File: src/rtl/rstd_pkg.sv
// Shared constants for the reset distribution controller: request and
// domain indices and the routing of requests to domains.
// Assumes request and domain vectors are indexed by the constants below.
package rstd_pkg;

    localparam int NSRC = 14;
    localparam int NDOM = 8;

    // request indices (bit order also used by the cause register)
    localparam int S_PORRAW = 0;
    localparam int S_POR    = 1;
    localparam int S_PIN    = 2;
    localparam int S_SIM    = 3;
    localparam int S_WD1    = 4;
    localparam int S_NMI1   = 5;
    localparam int S_DBG1   = 6;
    localparam int S_WD2    = 7;
    localparam int S_NMI2   = 8;
    localparam int S_DBG2   = 9;
    localparam int S_WD3    = 10;
    localparam int S_NMI3   = 11;
    localparam int S_DBG3   = 12;
    localparam int S_ECAT   = 13;

    // domain indices
    localparam int D_LPOST = 0;
    localparam int D_HSM   = 1;
    localparam int D_CPU1  = 2;
    localparam int D_CPU2  = 3;
    localparam int D_CPU3  = 4;
    localparam int D_DBG   = 5;
    localparam int D_IOZ   = 6;
    localparam int D_XRS   = 7;

    typedef logic [NSRC-1:0] src_t;
    typedef logic [NDOM-1:0] dom_t;

    // Domains reached by one request.
    function automatic dom_t route_of(input int s);
        dom_t sys;
        sys = '0;
        sys[D_HSM]  = 1'b1;
        sys[D_CPU1] = 1'b1;
        sys[D_CPU2] = 1'b1;
        sys[D_CPU3] = 1'b1;
        sys[D_IOZ]  = 1'b1;
        case (s)
            S_PORRAW: return '1;
            S_POR: begin
                route_of = '1;
                route_of[D_LPOST] = 1'b0;
            end
            S_PIN: return sys;
            S_SIM, S_WD1, S_NMI1, S_NMI2, S_NMI3, S_ECAT: begin
                route_of = sys;
                route_of[D_XRS] = 1'b1;
            end
            S_DBG1: begin
                route_of = sys;
                route_of[D_HSM] = 1'b0;
            end
            S_WD2, S_DBG2: begin
                route_of = '0;
                route_of[D_CPU2] = 1'b1;
            end
            S_WD3, S_DBG3: begin
                route_of = '0;
                route_of[D_CPU3] = 1'b1;
            end
            default: return '0;
        endcase
    endfunction

    // Requests that reach one domain.
    function automatic src_t srcs_for(input int d);
        dom_t r;
        srcs_for = '0;
        for (int s = 0; s < NSRC; s++) begin
            r = route_of(s);
            srcs_for[s] = r[d];
        end
    endfunction

endpackage

File: src/rtl/rstd_sync.sv
// Two-flop synchronizer for a vector of level signals.
// Assumes each bit is an independent slow level; the flops carry no reset
// because they hold the power-on request itself.
module rstd_sync #(
    parameter int W = 1
) (
    input  logic         clk,
    input  logic [W-1:0] d,
    output logic [W-1:0] q
);
    logic [W-1:0] meta;

    // two-stage capture onto clk
    always_ff @(posedge clk) begin
        meta <= d;
        q    <= meta;
    end
endmodule

File: src/rtl/rstd_stretch.sv
// Stretches an active-high reset request to at least MIN_CYC cycles and
// releases it on a clock edge.
// Assumes MIN_CYC >= 2; the request itself acts as the reset of this stage.
module rstd_stretch #(
    parameter int MIN_CYC = 8
) (
    input  logic clk,
    input  logic req,
    output logic act
);
    localparam int CW = $clog2(MIN_CYC);
    localparam logic [CW-1:0] LOAD = CW'(MIN_CYC - 1);

    logic [CW-1:0] cnt;

    // reload while requested, count down afterwards, then release
    always_ff @(posedge clk) begin
        if (req) begin
            act <= 1'b1;
            cnt <= LOAD;
        end else if (cnt != '0) begin
            cnt <= cnt - 1'b1;
        end else begin
            act <= 1'b0;
        end
    end
endmodule

File: src/rtl/rstd_regs.sv
// CPU1-side registers: hold enables, release strobes, the held state of the
// secondary CPUs and the sticky reset cause.
// Assumes por_rst_n is the synchronized power-on request (active low) and
// c1_act the stretched CPU1 reset; writes are refused while CPU1 is in reset.
module rstd_regs
    import rstd_pkg::*;
#(
    parameter int NSEC = 2
) (
    input  logic            clk,
    input  logic            por_rst_n,
    input  logic            c1_req,
    input  logic            c1_act,
    input  src_t            c1_src,
    input  logic            rel_s,
    input  logic            bus_wr_en,
    input  logic            bus_addr,
    input  logic [NSRC-1:0] bus_wdata,
    output logic [NSRC-1:0] bus_rdata,
    output logic [NSEC-1:0] hold_en,
    output logic [NSEC-1:0] held
);
    localparam logic A_CTRL  = 1'b0;
    localparam logic A_CAUSE = 1'b1;

    logic            wr_ok;
    logic [NSEC-1:0] rel_wr;
    src_t            cause;

    assign wr_ok  = bus_wr_en && !c1_act;
    assign rel_wr = (wr_ok && bus_addr == A_CTRL) ? bus_wdata[2*NSEC-1:NSEC] : '0;

    // hold enables: default on at power-on, software writable otherwise
    always_ff @(posedge clk) begin
        if (!por_rst_n)
            hold_en <= '1;
        else if (wr_ok && bus_addr == A_CTRL)
            hold_en <= bus_wdata[NSEC-1:0];
    end

    // per secondary CPU hold latch: set by CPU1 reset, cleared by a release
    for (genvar i = 0; i < NSEC; i++) begin : g_hold
        always_ff @(posedge clk) begin
            if (!por_rst_n)
                held[i] <= 1'b1;
            else if (c1_act && hold_en[i])
                held[i] <= 1'b1;
            else if (!c1_act && (rel_wr[i] || rel_s))
                held[i] <= 1'b0;
        end
    end

    // sticky cause: loaded per CPU1 event, merged within it, cleared by W1C
    always_ff @(posedge clk) begin
        if (!por_rst_n)
            cause <= c1_src;
        else if (c1_req)
            cause <= c1_act ? (cause | c1_src) : c1_src;
        else if (wr_ok && bus_addr == A_CAUSE)
            cause <= cause & ~bus_wdata;
    end

    // read mux
    always_comb begin
        bus_rdata = '0;
        if (bus_addr == A_CAUSE)
            bus_rdata = cause;
        else
            bus_rdata[NSEC-1:0] = hold_en;
    end
endmodule

File: src/rtl/rstd_top.sv
// Reset distribution controller for a three-CPU device: synchronizes the
// reset requests, routes each to its domains, stretches every domain reset
// and keeps the secondary CPUs held after a CPU1 reset when enabled.
// Assumes clk runs whenever any reset is requested.
module rstd_top
    import rstd_pkg::*;
#(
    parameter int MIN_CYC = 8
) (
    input  logic            clk,
    input  logic            por_raw_n,
    input  logic            por_n,
    input  logic            xrs_pin_n,
    input  logic            sim_xrs_n,
    input  logic [2:0]      wdog_n,
    input  logic [2:0]      nmiwd_n,
    input  logic [2:0]      dbgsys_n,
    input  logic            ecat_rst_n,
    input  logic            hsm_release,
    input  logic            bus_wr_en,
    input  logic            bus_addr,
    input  logic [NSRC-1:0] bus_wdata,
    output logic [NSRC-1:0] bus_rdata,
    output logic            lpost_rst_n,
    output logic            hsm_rst_n,
    output logic            cpu1_rst_n,
    output logic            cpu2_rst_n,
    output logic            cpu3_rst_n,
    output logic            dbg_rst_n,
    output logic            io_hiz,
    output logic            xrs_drive_n
);
    localparam src_t C1_SRCS = srcs_for(D_CPU1);

    src_t       src_n;
    src_t       src_n_s;
    src_t       src_req;
    logic       rel_s;
    logic       por_req;
    dom_t       dom_req;
    dom_t       dom_act;
    logic [1:0] hold_en_q;
    logic [1:0] held;

    assign src_n = {ecat_rst_n,
                    dbgsys_n[2], nmiwd_n[2], wdog_n[2],
                    dbgsys_n[1], nmiwd_n[1], wdog_n[1],
                    dbgsys_n[0], nmiwd_n[0], wdog_n[0],
                    sim_xrs_n, xrs_pin_n, por_n, por_raw_n};

    rstd_sync #(.W(NSRC + 1)) u_sync (
        .clk (clk),
        .d   ({hsm_release, src_n}),
        .q   ({rel_s, src_n_s})
    );

    assign src_req = ~src_n_s;
    assign por_req = src_req[S_PORRAW] | src_req[S_POR];

    // routing and stretching, one lane per domain
    for (genvar d = 0; d < NDOM; d++) begin : g_dom
        localparam src_t HIT = srcs_for(d);
        assign dom_req[d] = |(src_req & HIT);
        rstd_stretch #(.MIN_CYC(MIN_CYC)) u_str (
            .clk (clk),
            .req (dom_req[d]),
            .act (dom_act[d])
        );
    end

    rstd_regs #(.NSEC(2)) u_regs (
        .clk       (clk),
        .por_rst_n (~por_req),
        .c1_req    (dom_req[D_CPU1]),
        .c1_act    (dom_act[D_CPU1]),
        .c1_src    (src_req & C1_SRCS),
        .rel_s     (rel_s),
        .bus_wr_en (bus_wr_en),
        .bus_addr  (bus_addr),
        .bus_wdata (bus_wdata),
        .bus_rdata (bus_rdata),
        .hold_en   (hold_en_q),
        .held      (held)
    );

    assign lpost_rst_n = ~dom_act[D_LPOST];
    assign hsm_rst_n   = ~dom_act[D_HSM];
    assign cpu1_rst_n  = ~dom_act[D_CPU1];
    assign cpu2_rst_n  = ~(dom_act[D_CPU2] | held[0]);
    assign cpu3_rst_n  = ~(dom_act[D_CPU3] | held[1]);
    assign dbg_rst_n   = ~dom_act[D_DBG];
    assign io_hiz      = dom_act[D_IOZ];
    assign xrs_drive_n = ~dom_act[D_XRS];
endmodule

File: config.mk
export PLATFORM = sky130hd
export DESIGN_NAME = rstd_top
export DESIGN_NICKNAME = d
export VERILOG_FILES = /design/src/rtl/rstd_pkg.sv /design/src/rtl/rstd_sync.sv /design/src/rtl/rstd_stretch.sv /design/src/rtl/rstd_regs.sv /design/src/rtl/rstd_top.sv
export SDC_FILE = /design/constraint.sdc
export NUM_CORES = 1
export LEC_CHECK = 0
export BUFFER_PORTS_ARGS = -buffer_cell sky130_fd_sc_hd__buf_2
export CORE_MARGIN = 2
export CORE_UTILIZATION = 45
export CTS_BUF_LIST = sky130_fd_sc_hd__clkbuf_4
export DETAILED_ROUTE_END_ITERATION = 8
export PLACE_DENSITY = 0.72
export SLEW_MARGIN = 20
export SYNTH_ARGS = -nofsm -noshare
export SYNTH_HDL_FRONTEND = slang
export SYNTH_HIERARCHICAL = 1
export SYNTH_SLANG_ARGS = --single-unit
File: constraint.sdc
create_clock -name clk -period 3.5 [get_ports clk]
set_input_delay 0.175 -clock clk [delete_from_list [all_inputs] [get_ports clk]]
set_output_delay 0.175 -clock clk [all_outputs]
set_load 0.1 [all_outputs]
==> results.json, run 1 <==
{
  "cp_top_family": "simple AND/OR/NAND/NOR gates",
  "overflow": 0,
  "ant_nets": 0,
  "tns_ns": 0,
  "port_buffers": 53,
  "hold_path.class": "input pin to flip-flop",
  "dpl.hpwl_um": 4490,
  "die_h_um": 91.2,
  "cts-root-buf": "clkbuf_4",
  "layout_worst_path_cycle_share": 0.528,
  "viasPerCell": 5.00,
  "r2r-start": "u_sync/q[4]",
  "grt_pass1_vias": 2460,
  "drc": 0,
  "synth.distinct_cells": 37,
  "syn_area_per_cell_um2": 10.7,
  "first_pass_iters": 4,
  "maxSlewViolCount": 0,
  "io_pins": 54,
  "track_usage": 0.170,
  "diodes": 0,
  "finalSetupViolCount": 0,
  "cts_buffers": 9,
  "ys_seq_area_frac": 0.509,
  "path_buf_inv": 1,
  "power.density_mw_per_mm2": 441,
  "die_w_um": 91.2,
  "final_cell_area_mm2": 0.00410,
  "finClkSkew_ns": 0.0173,
  "synthFlopType": "dfxtp_1",
  "area.growth.synth_to_final_pct": 19.8,
  "drive_above_1_share": 0.214,
  "postCtsSetupBuffers": 0,
  "wl_per_cell_um": 13.2,
  "cts.sinks": 80,
  "layout_common_cells": "dfxtp_1 (66), buf_2 (53), inv_1 (46)",
  "p_leak_nw": 2.06,
  "start_util": 0.470,
  "ys_warn_count": 6,
  "place.gp.congestion": 0.739,
  "cts_tree": "done",
  "async_flop_share": 0,
  "vias": 2498,
  "fmax_mhz": 541,
  "antenna_found_initial": 0,
  "row_count": 31,
  "crit_start": "u_sync/q[4]",
  "layout_commonest_cell": "dfxtp_1",
  "ir_drop_uv": 242,
  "reg2reg_slack_ns": 1.65,
  "crit_fanout": 39,
  "clockBufferDepth": 2,
  "cp-start-kind": "flip-flop",
  "drtIter0Drc": 100,
  "fin_crit_ns": 1.85,
  "nets": 444,
  "crit_path_end_kind": "flip-flop",
  "hold_viol_final": 0,
  "grt_pass1_wl_um": 11200,
  "synth_seq_cells": 80,
  "netlist_area_mm2": 0.00342,
  "insertion_delay_ns": 0.42,
  "path_cells": "and4_1, nand4_1, buf_4, nor2b_1, o21ai_2",
  "slew-limit-headroom": 0.518,
  "rsz0062_at_grt": "no",
  "cp.required_ns": 3.56,
  "synthCells": 319,
  "clkTransAtPathRegs_ns": 0.12,
  "status": "finished clean",
  "htreeDepth": 3,
  "path_class": "flip-flop to flip-flop",
  "grt_start_max_net_pins": 40,
  "die_area_mm2": 0.00832,
  "arrival_ns": 1.91,
  "cp_slowest_stage_delay_ns": 0.35,
  "synth_edf_count": 14,
  "dpl_cell_area_mm2": 0.00379,
  "hold_start": "bus_wdata[1]",
  "routed_wl_um": 6610,
  "tightest_slew_ns": 0.724,
  "core_area_mm2": 0.00729,
  "drv_cap": 0,
  "cp_slowest_cell": "buf_4"
}
## tightest hold or removal path: stages
cell	delay (ns)
buf_2	0.10
nand4bb_1	0.10
o211ai_1	0.09
## cell usage after synthesis (10+ instances only)
library cell | count | share of area
a221o_1 | 13 | 0.038
a31o_2 | 11 | 0.028
and2_1 | 12 | 0.022
dfxtp_1 | 66 | 0.39
edfxtp_1 | 14 | 0.12
ha_1 | 16 | 0.058
inv_1 | 46 | 0.050
nand3_1 | 11 | 0.016
nor2_1 | 10 | 0.011
nor2b_1 | 11 | 0.020
nor4bb_1 | 11 | 0.032
## sequential cells by signal, summed over array words and instances, names as in the netlist
name	cells
g_dom.u_str/cnt	24
u_sync/q	15
u_regs/hold_en	2
u_sync/meta	15
u_regs/held	2
u_regs/cause	14
g_dom.u_str/act	8
## path summary, 6_finish.rpt
check,to,cells after the start
worst max-delay path,u_regs/cause[0],5
worst min-delay path,u_regs/hold_en[1],3
worst max register to register,u_regs/cause[0],5
worst min register to register,u_sync/q[9],0
## per-stage QoR
| stage | utilization | worst slack (ns) | power, mW | std cells | hold WS (ns) |
|---|---|---|---|---|---|
| 2_1_floorplan | - | 0.728 | 1.16 | 325 | 0.203 |
| 3_3_place_gp | 0.520 | 1.33 | 1.20 | 469 | 0.277 |
| 3_5_place_dp | 0.520 | 1.66 | 1.20 | 469 | 0.279 |
| 4_1_cts | 0.562 | 1.64 | 1.82 | 500 | 0.0517 |
| 5_1_grt | 0.562 | 1.45 | 1.88 | 500 | 0.0835 |
| 6_report | 0.562 | 1.65 | 1.81 | 500 | 0.0858 |
## layout make-up
cell class | count | area (um2)
fill | 678 | 3190
sequential | 80 | 1740
multi-input combinational | 188 | 1470
timing repair buffer | 71 | 438
inverter | 46 | 173
tap | 99 | 124
clock inverter | 6 | 83.8
clock buffer | 10 | 75.1
## kinds of logic (layout without fill, tap and decap cells)
kind of cell | Yosys count | count (layout) | share of synthesized area
fa+ha+maj | 16 | 16 | 0.0585
other cells | 1 | 7 | 0.00110
flops | 80 | 80 | 0.509
mux | 8 | 8 | 0.0234
buf+inv | 57 | 133 | 0.0709
simple gates | 105 | 105 | 0.215
compound gates | 52 | 52 | 0.123
## per-layer routing
layer  global-route usage  vias to the layer above  share of wire
li1                     -                     1280              -
met1                0.225                     1144           0.48
met2                0.264                       64           0.46
met3               0.0423                       10          0.053
met4               0.0745                        0          0.013
met5                    0                        -              0
## what timing repair did
action                                 in CTS  in global routing
resized for setup                           0                  0
hold buffers                               15                  0
endpoints found under the hold margin      15                  0
## where the power goes
part           switching, mW  internal (mW)  total [mW]
Sequential            0.0187          0.971       0.990
Combinational          0.135         0.0682       0.204
Clock                  0.317          0.296       0.613
Total                  0.471           1.34        1.81
Power figures use the tool's default switching activity.
==> run 2, diff against run 1 <==
--- a/config.mk
+++ b/config.mk
@@ -10,7 +10,7 @@
 export CORE_UTILIZATION = 45
 export CTS_BUF_LIST = sky130_fd_sc_hd__clkbuf_4
 export DETAILED_ROUTE_END_ITERATION = 8
-export PLACE_DENSITY = 0.72
+export PLACE_DENSITY = 0.74
 export SLEW_MARGIN = 20
 export SYNTH_ARGS = -nofsm -noshare
 export SYNTH_HDL_FRONTEND = slang
==> constraint.sdc (replaced) <==
create_clock -name clk -period 1.6 [get_ports clk]
set_input_delay 0.08 -clock clk [delete_from_list [all_inputs] [get_ports clk]]
set_output_delay 0.08 -clock clk [all_outputs]
set_load 0.1 [all_outputs]
==> run 2 against run 1 <==
Compared with the run above: the flow now finishes with violations (negative setup slack); final cell count rose by 5.0%; critical path depth is 1 higher; clock skew fell by 0.0034 ns; sequential power increased by 120%; highest routed layer unchanged; largest cell class unchanged; largest power group unchanged; register-to-register slack got worse by 1.7 ns.
==> results.json, run 2 (synthesis gave the netlist of run 1 again) <==
{
  "cp.required_ns": 1.79,
  "wl_per_cell_um": 13.1,
  "tns_ns": -0.378,
  "track_usage": 0.170,
  "dpl.hpwl_um": 4690,
  "grt_pass1_vias": 2484,
  "fmax_mhz": 602,
  "io_pins": 54,
  "largest_registers": "g_dom.u_str/cnt: 24 flops, u_sync/meta: 15 flops, u_sync/q: 15 flops",
  "overflow": 0,
  "routed_wl_um": 6900,
  "fin_ws_ns": -0.0621,
  "viasPerCell": 5.02,
  "status": "complete, but fails checks",
  "largest_reg_flops": 24,
  "die_h_um": 91.2,
  "drive_above_1_share": 0.296,
  "hold_viol_final": 0,
  "crit_path_end_kind": "flip-flop",
  "drc": 0,
  "final_util": 0.605,
  "insertion_delay_ns": 0.42,
  "drtIter0Drc": 115,
  "power.density_mw_per_mm2": 868,
  "vias": 2636,
  "fin_crit_ns": 1.66,
  "hold_slack_ns": 0.0741,
  "final_cells": 525,
  "port_buffers": 53,
  "crit_fanout": 14,
  "antenna_found_initial": 0,
  "hold_path.class": "input pin to flip-flop",
  "path_class": "flip-flop to flip-flop",
  "largest-register": "g_dom.u_str/cnt",
  "clkTransAtPathRegs_ns": 0.13,
  "p_leak_nw": 2.20,
  "arrival_ns": 1.85,
  "place.gp.congestion": 0.765,
  "cts_buffers": 9,
  "post-place-ws_ns": -0.0446,
  "layout_worst_path_cycle_share": 1.04,
  "htreeDepth": 3,
  "finClkSkew_ns": 0.0140,
  "core_area_mm2": 0.00729,
  "ir_drop_uv": 519,
  "diodes": 0,
  "nets": 469,
  "start_util": 0.470,
  "final_cell_area_mm2": 0.00441,
  "layout_common_cells": "dfxtp_1 (58), buf_2 (52), inv_1 (44)",
  "rsz0062_at_grt": "yes",
  "drv_cap": 0,
  "row_count": 31,
  "maxSlewViolCount": 0,
  "area.growth.synth_to_final_pct": 28.8,
  "die_area_mm2": 0.00832,
  "die_w_um": 91.2,
  "grt_pass1_wl_um": 11300,
  "cts.sinks": 80,
  "grt_start_max_net_pins": 34,
  "dp_cells": 481,
  "dpl_cell_area_mm2": 0.00393,
  "violations": "negative setup slack",
  "ant_nets": 0,
  "clockBufferDepth": 2,
  "layout_commonest_cell": "dfxtp_1",
  "total_power_mw": 3.83,
  "finalSetupViolCount": 9,
  "first_pass_iters": 4,
  "cts_tree": "done",
  "cts-root-buf": "clkbuf_4",
  "cp-start-kind": "flip-flop"
}
run 2: cell count changes in the layout (fill, tap and decap cells not counted), sizes merged:
cell,change
o21ai,+1
clkinv,-1
dlygate4sd3,+3
clkbuf,+4
inv,-1
clkinvlp,+2
buf,+18
bufinv,-1
run 2: per-layer routing:
layer,wire [um],global-route usage,vias to the layer above
met5,0,0,-
met4,80,0.0657,0
met3,305,0.0490,10
met2,3340,0.272,56
met1,3170,0.217,1237
li1,-,-,1333
run 2: final timing paths:
path	startpoint	endpoint	slack [ns]	depth (start not counted)
worst max-delay path	u_sync/q[4]	u_regs/cause[0]	-0.06	6
worst min-delay path	bus_wdata[3]	u_regs/held[1]	0.07	3
worst max register to register	u_sync/q[4]	u_regs/cause[0]	-0.06	6
worst min register to register	u_sync/meta[14]	u_sync/q[14]	0.33	0
run 2: worst max-delay path: stages, from the launching register on:
cell and delay (ns):
dfxtp_2 0.34, and4_4 0.20, nand4_1 0.10, buf_6 0.13
buf_12 0.14, and4bb_2 0.25, a221o_1 0.26
run 2: cell type report:
| class | instances | area, um2 |
|---|---|---|
| inverter | 46 | 176 |
| multi-input combinational | 189 | 1540 |
| sequential | 80 | 1750 |
| timing repair inverter | 1 | 7.51 |
| clock inverter | 4 | 43.8 |
| timing repair buffer | 94 | 674 |
| tap | 99 | 124 |
| fill | 639 | 2880 |
| clock buffer | 12 | 90.1 |
run 2: report_power, final:
group          leakage (nW)  total [mW]  switching [mW]  internal [mW]
Sequential            0.678        2.16          0.0389           2.12
Combinational          1.45       0.486           0.307          0.179
Clock                0.0769        1.18           0.658          0.523
run 2: repair_timing:
item	CTS	global route
pin swaps	0	2
gates cloned	0	3
buffers inserted	3	4
hold buffers	18	0
hold endpoints to repair	17	0
endpoints found under the setup margin	10	29
gates resized for setup	10	10
==> run 3, diff against run 2 <==
--- a/config.mk
+++ b/config.mk
@@ -6,6 +6,7 @@
 export NUM_CORES = 1
 export LEC_CHECK = 0
 export BUFFER_PORTS_ARGS = -buffer_cell sky130_fd_sc_hd__buf_2
+export CORE_ASPECT_RATIO = 1.25
 export CORE_MARGIN = 2
 export CORE_UTILIZATION = 45
 export CTS_BUF_LIST = sky130_fd_sc_hd__clkbuf_4
==> run 3 against run 2 <==
Compared with the run above: the flow still finishes with violations (negative setup slack); register-to-register slack improved by 0.04 ns; largest cell class unchanged; cell area increased by 0.26%; final cell count decreased by 2.7%.
==> results.json, run 3 (synthesis gave the netlist of run 1 again) <==
{
  "htreeDepth": 3,
  "grt_pass1_wl_um": 10600,
  "crit_path_end_kind": "flip-flop",
  "hold_path.class": "input pin to flip-flop",
  "grt.busiest_layer": "met2",
  "arrival_ns": 1.90,
  "vias": 2640,
  "rsz0062_at_grt": "yes",
  "overflow": 0,
  "fin_crit_ns": 1.62,
  "first_pass_iters": 4,
  "core_area_mm2": 0.00736,
  "nets": 462,
  "row_count": 35,
  "drtIter0Drc": 174,
  "status": "complete, but fails checks",
  "die_h_um": 102,
  "maxSlewViolCount": 0,
  "ant_nets": 0,
  "violations": "negative setup slack",
  "total_power_mw": 3.82,
  "fill_cells": 613,
  "viasPerCell": 5.17,
  "drive_above_1_share": 0.282,
  "drc": 0,
  "antenna_found_initial": 0,
  "diodes": 0,
  "fin_ws_ns": -0.0224,
  "hold_slack_ns": 0.0785,
  "port_buffers": 53,
  "largest-register": "g_dom.u_str/cnt",
  "cp-start-kind": "flip-flop",
  "die_area_mm2": 0.00833,
  "insertion_delay_ns": 0.42,
  "track_usage": 0.169,
  "cp.required_ns": 1.88,
  "io_pins": 54,
  "final_util": 0.601,
  "start_util": 0.465,
  "finalSetupViolCount": 2,
  "routed_wl_um": 7200,
  "cts_buffers": 9,
  "ir_drop_uv": 485,
  "hold_viol_final": 0,
  "cts.sinks": 80,
  "grt_start_max_net_pins": 36,
  "layout_worst_path_cycle_share": 1.01,
  "clkTransAtPathRegs_ns": 0.14,
  "power.density_mw_per_mm2": 864,
  "p_leak_nw": 2.24,
  "largest_registers": "g_dom.u_str/cnt: 24 flops, u_sync/meta: 15 flops, u_sync/q: 15 flops",
  "crit_fanout": 5,
  "area.growth.synth_to_final_pct": 29.2,
  "finClkSkew_ns": 0.0174,
  "layout_common_cells": "dfxtp_1 (60), buf_2 (54), inv_1 (45)",
  "cts_tree": "done",
  "register_area_mm2": 0.00175,
  "layout_commonest_cell": "dfxtp_1",
  "use_met3": 0.0463,
  "reg2reg_slack_ns": -0.02,
  "largest_reg_flops": 24,
  "path_class": "flip-flop to flip-flop",
  "multi_input_area_mm2": 0.00158,
  "die_w_um": 82.0,
  "place.gp.congestion": 0.735,
  "drv_cap": 0,
  "dpl.hpwl_um": 4630,
  "wl_per_cell_um": 14.1,
  "grt_pass1_vias": 2439,
  "grt_use_met2": 0.267,
  "fmax_mhz": 616,
  "cts-root-buf": "clkbuf_4",
  "grt.met1_usage": 0.209,
  "clockBufferDepth": 2
}
-- run 3: changes by cell type in the layout (fill, tap and decap cells not counted), sizes merged --
cell         delta
clkbuf          -1
buf             -8
dlygate4sd3     +1
inv             +1
-- run 3: per-layer routing --
metal	vias up	share of wire
met5	-	0
met1	1257	0.43
met2	54	0.52
li1	1323	-
met4	0	0.0075
met3	6	0.045
-- run 3: worst paths after layout --
| check | from | endpoint | depth (start not counted) |
|---|---|---|---|
| worst max-delay path | u_sync/q[3] | u_regs/cause[2] | 6 |
| worst min-delay path | bus_wdata[9] | u_regs/cause[9] | 3 |
| worst max register to register | u_sync/q[3] | u_regs/cause[2] | 6 |
| worst min register to register | u_sync/meta[1] | u_sync/q[1] | 0 |
-- run 3: per-stage QoR --
stage	setup TNS [ns]	setup slack, ns	area [um2]	cells
detailed placement	0	0.00343	3890	468
CTS	0	0.00302	4220	503
floorplan	-3.19	-0.229	3490	325
global placement	0	0.0345	3890	468
global route	-0.227	-0.0696	4420	511
finish	-0.0265	-0.0224	4420	511
-- run 3: report_power, final --
part           leakage (nW)  internal [mW]  total (mW)  switching (mW)
Clock                0.0723          0.487        1.17           0.686
Combinational          1.49          0.176       0.483           0.307
Sequential            0.678           2.13        2.17          0.0410
-- run 3: worst max-delay path, stage by stage (launching register included) --
cell and delay, ns:
dfxtp_2 0.35, and4_4 0.22, nand4_1 0.11, buf_6 0.16, buf_12 0.13, nor4bb_2 0.34
a221o_1 0.17
-- run 3: layout make-up --
class / count / share of cell area
Clock buffer: 10 / 0.0170
Clock inverter: 6 / 0.0130
Inverter: 46 / 0.0399
Multi-Input combinational cell: 189 / 0.358
Sequential cell: 80 / 0.395
Tap cell: 92 / 0.0260
Timing Repair Buffer: 88 / 0.151
-- run 3: repair_timing --
item	CTS	global route
pin swaps	1	3
setup endpoints to repair	1	19
hold buffers	19	0
buffers inserted	0	4
cloned	0	4
hold endpoints to repair	17	0
resized for setup	0	17
